$ cat src/rtl/irq_arb_pkg.sv
package irq_arb_pkg;
  typedef enum logic [1:0] {
    ACT_HOLD  = 2'd0,
    ACT_LOAD  = 2'd1,
    ACT_RAISE = 2'd2,
    ACT_DROP  = 2'd3
  } arb_act_e;
endpackage

$ cat src/rtl/irq_soft_reg.sv
module irq_soft_reg #(
  parameter int W = 16
) (
  input  logic         clk,
  input  logic         rst,
  input  logic [W-1:0] set_i,
  input  logic [W-1:0] clr_i,
  output logic [W-1:0] bits_o
);
  logic [W-1:0] bits_q;

  // set has priority over clear on the same bit
  always_ff @(posedge clk) begin
    if (rst) bits_q <= '0;
    else     bits_q <= (bits_q & ~clr_i) | set_i;
  end

  assign bits_o = bits_q;
endmodule

$ cat src/rtl/irq_pend_merge.sv
module irq_pend_merge #(
  parameter int NUM_LVL   = 16,
  parameter int TIMER_LVL = 14
) (
  input  logic [NUM_LVL-1:1] ext_i,
  input  logic [NUM_LVL-1:0] soft_i,
  output logic [NUM_LVL-1:0] pend_o
);
  assign pend_o[0] = 1'b0;

  for (genvar l = 1; l < NUM_LVL; l++) begin : g_lvl
    if (l == TIMER_LVL) begin : g_tmr
      assign pend_o[l] = ext_i[l] | soft_i[l] | soft_i[0];
    end else begin : g_std
      assign pend_o[l] = ext_i[l] | soft_i[l];
    end
  end
endmodule

$ cat src/rtl/irq_pri_scan.sv
module irq_pri_scan #(
  parameter int NUM_LVL = 16,
  parameter int LVL_W   = $clog2(NUM_LVL)
) (
  input  logic [NUM_LVL-1:0] pend_i,
  output logic               any_o,
  output logic [LVL_W-1:0]   lvl_o,
  output logic [NUM_LVL-1:0] grant_o
);
  logic [NUM_LVL:0] above;

  assign above[NUM_LVL] = 1'b0;

  for (genvar l = NUM_LVL - 1; l >= 0; l--) begin : g_chain
    assign above[l]   = above[l+1] | pend_i[l];
    assign grant_o[l] = pend_i[l] & ~above[l+1];
  end

  assign any_o = above[0];

  always_comb begin
    lvl_o = '0;
    for (int l = 0; l < NUM_LVL; l++) begin
      if (grant_o[l]) lvl_o = lvl_o | LVL_W'(l);
    end
  end
endmodule

$ cat src/rtl/irq_index_ctl.sv
module irq_index_ctl
  import irq_arb_pkg::*;
#(
  parameter int              LVL_W    = 4,
  parameter int              TYPE_W   = 4,
  parameter int              IDX_W    = TYPE_W + LVL_W,
  parameter logic [TYPE_W-1:0] EXT_TYPE = 4'h4
) (
  input  logic             clk,
  input  logic             rst,
  input  logic             any_i,
  input  logic [LVL_W-1:0] lvl_i,
  input  logic             core_load_i,
  input  logic [IDX_W-1:0] core_idx_i,
  output logic [IDX_W-1:0] idx_o,
  output logic             irq_o,
  output arb_act_e         act_o
);
  logic [IDX_W-1:0] idx_q;
  logic             irq_q;
  logic [IDX_W-1:0] cand;
  logic             held_ext;
  logic             may_raise;
  arb_act_e         act;

  assign cand      = {EXT_TYPE, lvl_i};
  assign held_ext  = (idx_q[IDX_W-1:LVL_W] == EXT_TYPE);
  assign may_raise = (idx_q == '0) || held_ext;

  always_comb begin
    act = ACT_HOLD;
    if (core_load_i)                         act = ACT_LOAD;
    else if (any_i && may_raise) begin
      if (cand != idx_q)                     act = ACT_RAISE;
    end
    else if (!any_i && held_ext)             act = ACT_DROP;
  end

  always_ff @(posedge clk) begin
    if (rst) begin
      idx_q <= '0;
      irq_q <= 1'b0;
    end else begin
      case (act)
        ACT_LOAD: begin
          idx_q <= core_idx_i;
          irq_q <= 1'b0;
        end
        ACT_RAISE: begin
          idx_q <= cand;
          irq_q <= 1'b1;
        end
        ACT_DROP: begin
          idx_q <= '0;
          irq_q <= 1'b0;
        end
        default: ;
      endcase
    end
  end

  assign idx_o = idx_q;
  assign irq_o = irq_q;
  assign act_o = act;
endmodule

$ cat src/rtl/irq_level_arb.sv
module irq_level_arb
  import irq_arb_pkg::*;
#(
  parameter int                NUM_LVL   = 16,
  parameter int                TIMER_LVL = 14,
  parameter int                TYPE_W    = 4,
  parameter logic [TYPE_W-1:0] EXT_TYPE  = 4'h4,
  localparam int               LVL_W     = $clog2(NUM_LVL),
  localparam int               IDX_W     = TYPE_W + LVL_W
) (
  input  logic               clk,
  input  logic               rst,
  input  logic [NUM_LVL-1:1] ext_req,
  input  logic [NUM_LVL-1:0] sw_set,
  input  logic [NUM_LVL-1:0] sw_clr,
  input  logic               core_load,
  input  logic [IDX_W-1:0]   core_idx,
  output logic               hard_irq,
  output logic [IDX_W-1:0]   trap_idx,
  output logic               wake
);
  logic [NUM_LVL-1:0] soft_bits;
  logic [NUM_LVL-1:0] pend_vec;
  logic [NUM_LVL-1:0] grant_vec;
  logic               pend_any;
  logic [LVL_W-1:0]   pend_lvl;
  arb_act_e           arb_act;
  logic [NUM_LVL-1:1] ext_prev;
  logic               wake_q;

  irq_soft_reg #(.W(NUM_LVL)) u_soft (
    .clk    (clk),
    .rst    (rst),
    .set_i  (sw_set),
    .clr_i  (sw_clr),
    .bits_o (soft_bits)
  );

  irq_pend_merge #(.NUM_LVL(NUM_LVL), .TIMER_LVL(TIMER_LVL)) u_merge (
    .ext_i  (ext_req),
    .soft_i (soft_bits),
    .pend_o (pend_vec)
  );

  irq_pri_scan #(.NUM_LVL(NUM_LVL), .LVL_W(LVL_W)) u_scan (
    .pend_i  (pend_vec),
    .any_o   (pend_any),
    .lvl_o   (pend_lvl),
    .grant_o (grant_vec)
  );

  irq_index_ctl #(
    .LVL_W(LVL_W), .TYPE_W(TYPE_W), .IDX_W(IDX_W), .EXT_TYPE(EXT_TYPE)
  ) u_ctl (
    .clk         (clk),
    .rst         (rst),
    .any_i       (pend_any),
    .lvl_i       (pend_lvl),
    .core_load_i (core_load),
    .core_idx_i  (core_idx),
    .idx_o       (trap_idx),
    .irq_o       (hard_irq),
    .act_o       (arb_act)
  );

  // rising edge on any external line wakes a halted core
  always_ff @(posedge clk) begin
    if (rst) begin
      ext_prev <= '0;
      wake_q   <= 1'b0;
    end else begin
      ext_prev <= ext_req;
      wake_q   <= |(ext_req & ~ext_prev);
    end
  end

  assign wake = wake_q;
endmodule

$ cat config.mk
export PLATFORM = sky130hd
export DESIGN_NAME = irq_level_arb
export DESIGN_NICKNAME = d
export VERILOG_FILES = /design/src/rtl/irq_arb_pkg.sv /design/src/rtl/irq_soft_reg.sv /design/src/rtl/irq_pend_merge.sv /design/src/rtl/irq_pri_scan.sv /design/src/rtl/irq_index_ctl.sv /design/src/rtl/irq_level_arb.sv
export SDC_FILE = /design/constraint.sdc
export NUM_CORES = 1
export LEC_CHECK = 0
export BUFFER_PORTS_ARGS = -buffer_cell sky130_fd_sc_hd__buf_2
export CAP_MARGIN = 15
export CORE_ASPECT_RATIO = 0.75
export CORE_MARGIN = 4
export CORE_UTILIZATION = 40
export CTS_CLUSTER_DIAMETER = 80
export DETAILED_ROUTE_END_ITERATION = 7
export PLACE_DENSITY = 0.64
export SLEW_MARGIN = 20
export SYNTH_ARGS = -nofsm -noshare
export SYNTH_HDL_FRONTEND = slang
export SYNTH_SLANG_ARGS = --single-unit
export TNS_END_PERCENT = 20
$ cat constraint.sdc
create_clock -name clk -period 3.75 [get_ports clk]
set_input_delay 0.75 -clock clk [delete_from_list [all_inputs] [get_ports clk]]
set_output_delay 0.75 -clock clk [all_outputs]
set_load 0.05 [all_outputs]
==> flow_metrics.py <==
metrics = {
    "synth": {
        "yosys_warnings": 0,
        "yosys.area_share.simple_pct": 20.3,
        "synth-seq-cells": 41,
        "muxShareOfSynthArea_pct": 1.72,
        "yosysUniqueCellTypes": 31,
        "synthAdderAreaFrac_pct": 0,
        "synth_area_per_cell_um2": 8.14,
        "synth_compound_area_share_pct": 20.9,
        "synthXorXnorAreaFrac_pct": 2.00,
        "ys_seq_area_share_pct": 46.9,
        "syn_nets": 273,
        "synth_top_family_by_area": "compound AO/OA/AOI/OAI gates",
        "synthCells": 215,
        "synth_area_um2": 1750,
    },
    "detailed_routing": {
        "ant_nets": 0,
        "first_iter_violations": 116,
        "vias_per_cell": 4.86,
        "vias": 1651,
        "drcViolationCount": 0,
        "wl_met1_um": 2180,
        "wirelength_um": 4180,
        "first_pass_iters": 4,
        "avgRoutedWirePerCell_um": 12.3,
        "top_layer_used": "met4",
        "dr_wl_met3_um": 334,
        "met2_length_um": 1630,
    },
    "cts": {
        "clock_latency_ns": 0.29,
        "cts-htree-levels": 2,
        "cts_hold_buf": 0,
        "clk_path_buf_depth": 2,
        "cts_tree": "yes",
        "clockRootBuffer": "clkbuf_8",
        "cts_sinks": 41,
        "numCtsBuffers": 5,
        "path_clk_slew_ns": 0.08,
        "post_cts_buffers": 0,
        "cts-resized-gates": 0,
    },
    "finish": {
        "drive_above_1_share_pct": 28.8,
        "fillers": 406,
        "final_nets": 342,
        "syn2layout_area_growth_pct": 27.8,
        "layout.cells.most_common_list": "buf_2 (67), dfxtp_1 (41), nor2_1 (40)",
        "num_antenna_cells": 0,
        "final_util_pct": 54.2,
        "layout_commonest_cell": "buf_2",
    },
    "floorplan": {
        "io-pin-count": 68,
        "die-area_um2": 5510,
        "fp.dieH_um": 65.3,
        "die_w_um": 84.4,
        "core-area_um2": 4130,
        "start_util_pct": 42.4,
        "num_rows": 20,
    },
    "global_route": {
        "grt_pass1_vias": 1484,
        "antenna_found_initial": 0,
        "grt_pass1_wl_um": 6870,
        "grt-ovfl-total": 0,
        "grt_start_max_net_pins": 42,
        "grt_usage_pct": 15.7,
    },
    "run": {
        "cap_viol_max_count": 0,
    },
    "min_path": {
        "hold_path.class": "reg2reg",
    },
    "timing": {
        "setup_tns_ns": 0,
        "slew_headroom_pct": 53.1,
        "rsz0062_at_grt": "false",
        "setup_viol": 0,
        "hold_viol": 0,
        "slew_violations": 0,
        "post-route-period-util_pct": 78.5,
        "finalCriticalPeriod_ns": 2.94,
        "fmax_mhz": 340,
        "skew_ns": 0.00567,
        "tightest_slew_ns": 0.703,
    },
    "critical_path": {
        "start_kind": "primary input",
        "crit_arrival_ns": 3.13,
        "critPathMaxFanout": 4,
        "crit_type": "in2reg",
        "end_kind": "register",
        "cp_data_required_time_ns": 3.93,
    },
    "power_and_ir_drop": {
        "ir_drop_uv": 228,
        "p_per_area_nw_per_um2": 431,
        "p_leak_nw": 1.08,
    },
    "placement": {
        "port_buffers": 67,
        "globalplace.congestion": 0.816,
        "dpl.hpwl_um": 3300,
    },
    "outcome": {
        "status": "complete, no violations",
    },
}
==> layer usage <==
layer	GRT usage, %	vias up
met1	22.3	725
met2	22.4	49
li1	-	872
met4	4.74	0
met5	0	-
met3	5.26	5
==> area by class of cell <==
| class | count | area [um^2] | area share, % |
|---|---|---|---|
| flip-flops and latches | 41 | 821 | 36.7 |
| multi-input cells | 136 | 786 | 35.1 |
| repair buffers | 67 | 335 | 15.0 |
| inverters | 33 | 124 | 5.54 |
| clock buffers | 7 | 96.3 | 4.31 |
| well taps | 55 | 68.8 | 3.08 |
| clock inverters | 1 | 5.00 | 0.224 |
==> path summary, 6_finish.rpt <==
check                   startpoint              to  slack (ns)  cells past startpoint
hold reg to reg        u_ctl.irq_o     u_ctl.irq_o        0.45                      2
setup / recovery        ext_req[9]  u_ctl.idx_o[1]        0.81                      7
setup reg to reg  u_soft.bits_o[9]  u_ctl.idx_o[1]        1.06                      6
hold / removal         u_ctl.irq_o     u_ctl.irq_o        0.45                      2
==> per-stage QoR <==
step / instance area, um^2 / setup WS [ns] / hold slack (ns) / instances / power (mW)
floorplan: 1750 / 0.761 / 0.442 / 215 / 0.600
global placement: 2130 / 0.534 / 0.432 / 332 / 0.662
detailed placement: 2130 / 0.503 / 0.438 / 332 / 0.664
global route: 2240 / 0.743 / 0.490 / 340 / 1.01
finish: 2240 / 0.806 / 0.450 / 340 / 0.964
CTS: 2240 / 0.820 / 0.451 / 340 / 0.972
==> report_power, final <==
| part | switching (mW) | internal [mW] |
|---|---|---|
| logic | 0.102 | 0.0660 |
| clock network | 0.144 | 0.166 |
| registers | 0.0207 | 0.465 |
==> worst max-delay path, cell delays in order <==
cell and delay (ns):
buf_2 0.12, or4_1 0.56, o31ai_1 0.39, xor2_1 0.12
or4_4 0.53, or3b_4 0.40, o221a_1 0.24
==> kinds of logic (layout without fill, tap and decap cells) <==
| group | count (synthesis) | in the layout |
|---|---|---|
| simple gates | 73 | 73 |
| flops | 41 | 41 |
| compound gates | 56 | 56 |
| buf+inv | 38 | 108 |
| xor+xnor | 4 | 4 |
| mux | 3 | 3 |
==> Yosys cell counts (all sizes together) <==
library cell	count	area (um^2)
o31a	1	8.76
a222oi	1	10.0
o22ai	5	31.3
o221ai	1	8.76
or2	2	12.5
clkbuf	5	18.8
nand2b	1	6.26
o221a	3	33.8
a311oi	1	15.0
o31ai	4	30.0
dfxtp	41	821
a211oi	4	30.0
nand2	8	30.0
nor2b	5	31.3
a41oi	1	8.76
a31oi	1	6.26
or3b	1	11.3
nor4	5	31.3
or4	6	56.3
and3	1	6.26
a221oi	2	17.5
a21oi	23	115
xor2	4	35.0
inv	33	124
mux2i	3	30.0
o21bai	1	7.51
nor2	40	150
o21ai	7	35.0
o211ai	1	7.51
nor3	4	20.0
==> sequential cells by signal, indices dropped and copies added (netlist names) <==
signal         count
ext_prev          15
u_ctl.idx_o        8
u_ctl.irq_o        1
u_soft.bits_o     16
wake               1
No activity file was read; power rests on OpenSTA's default activity.
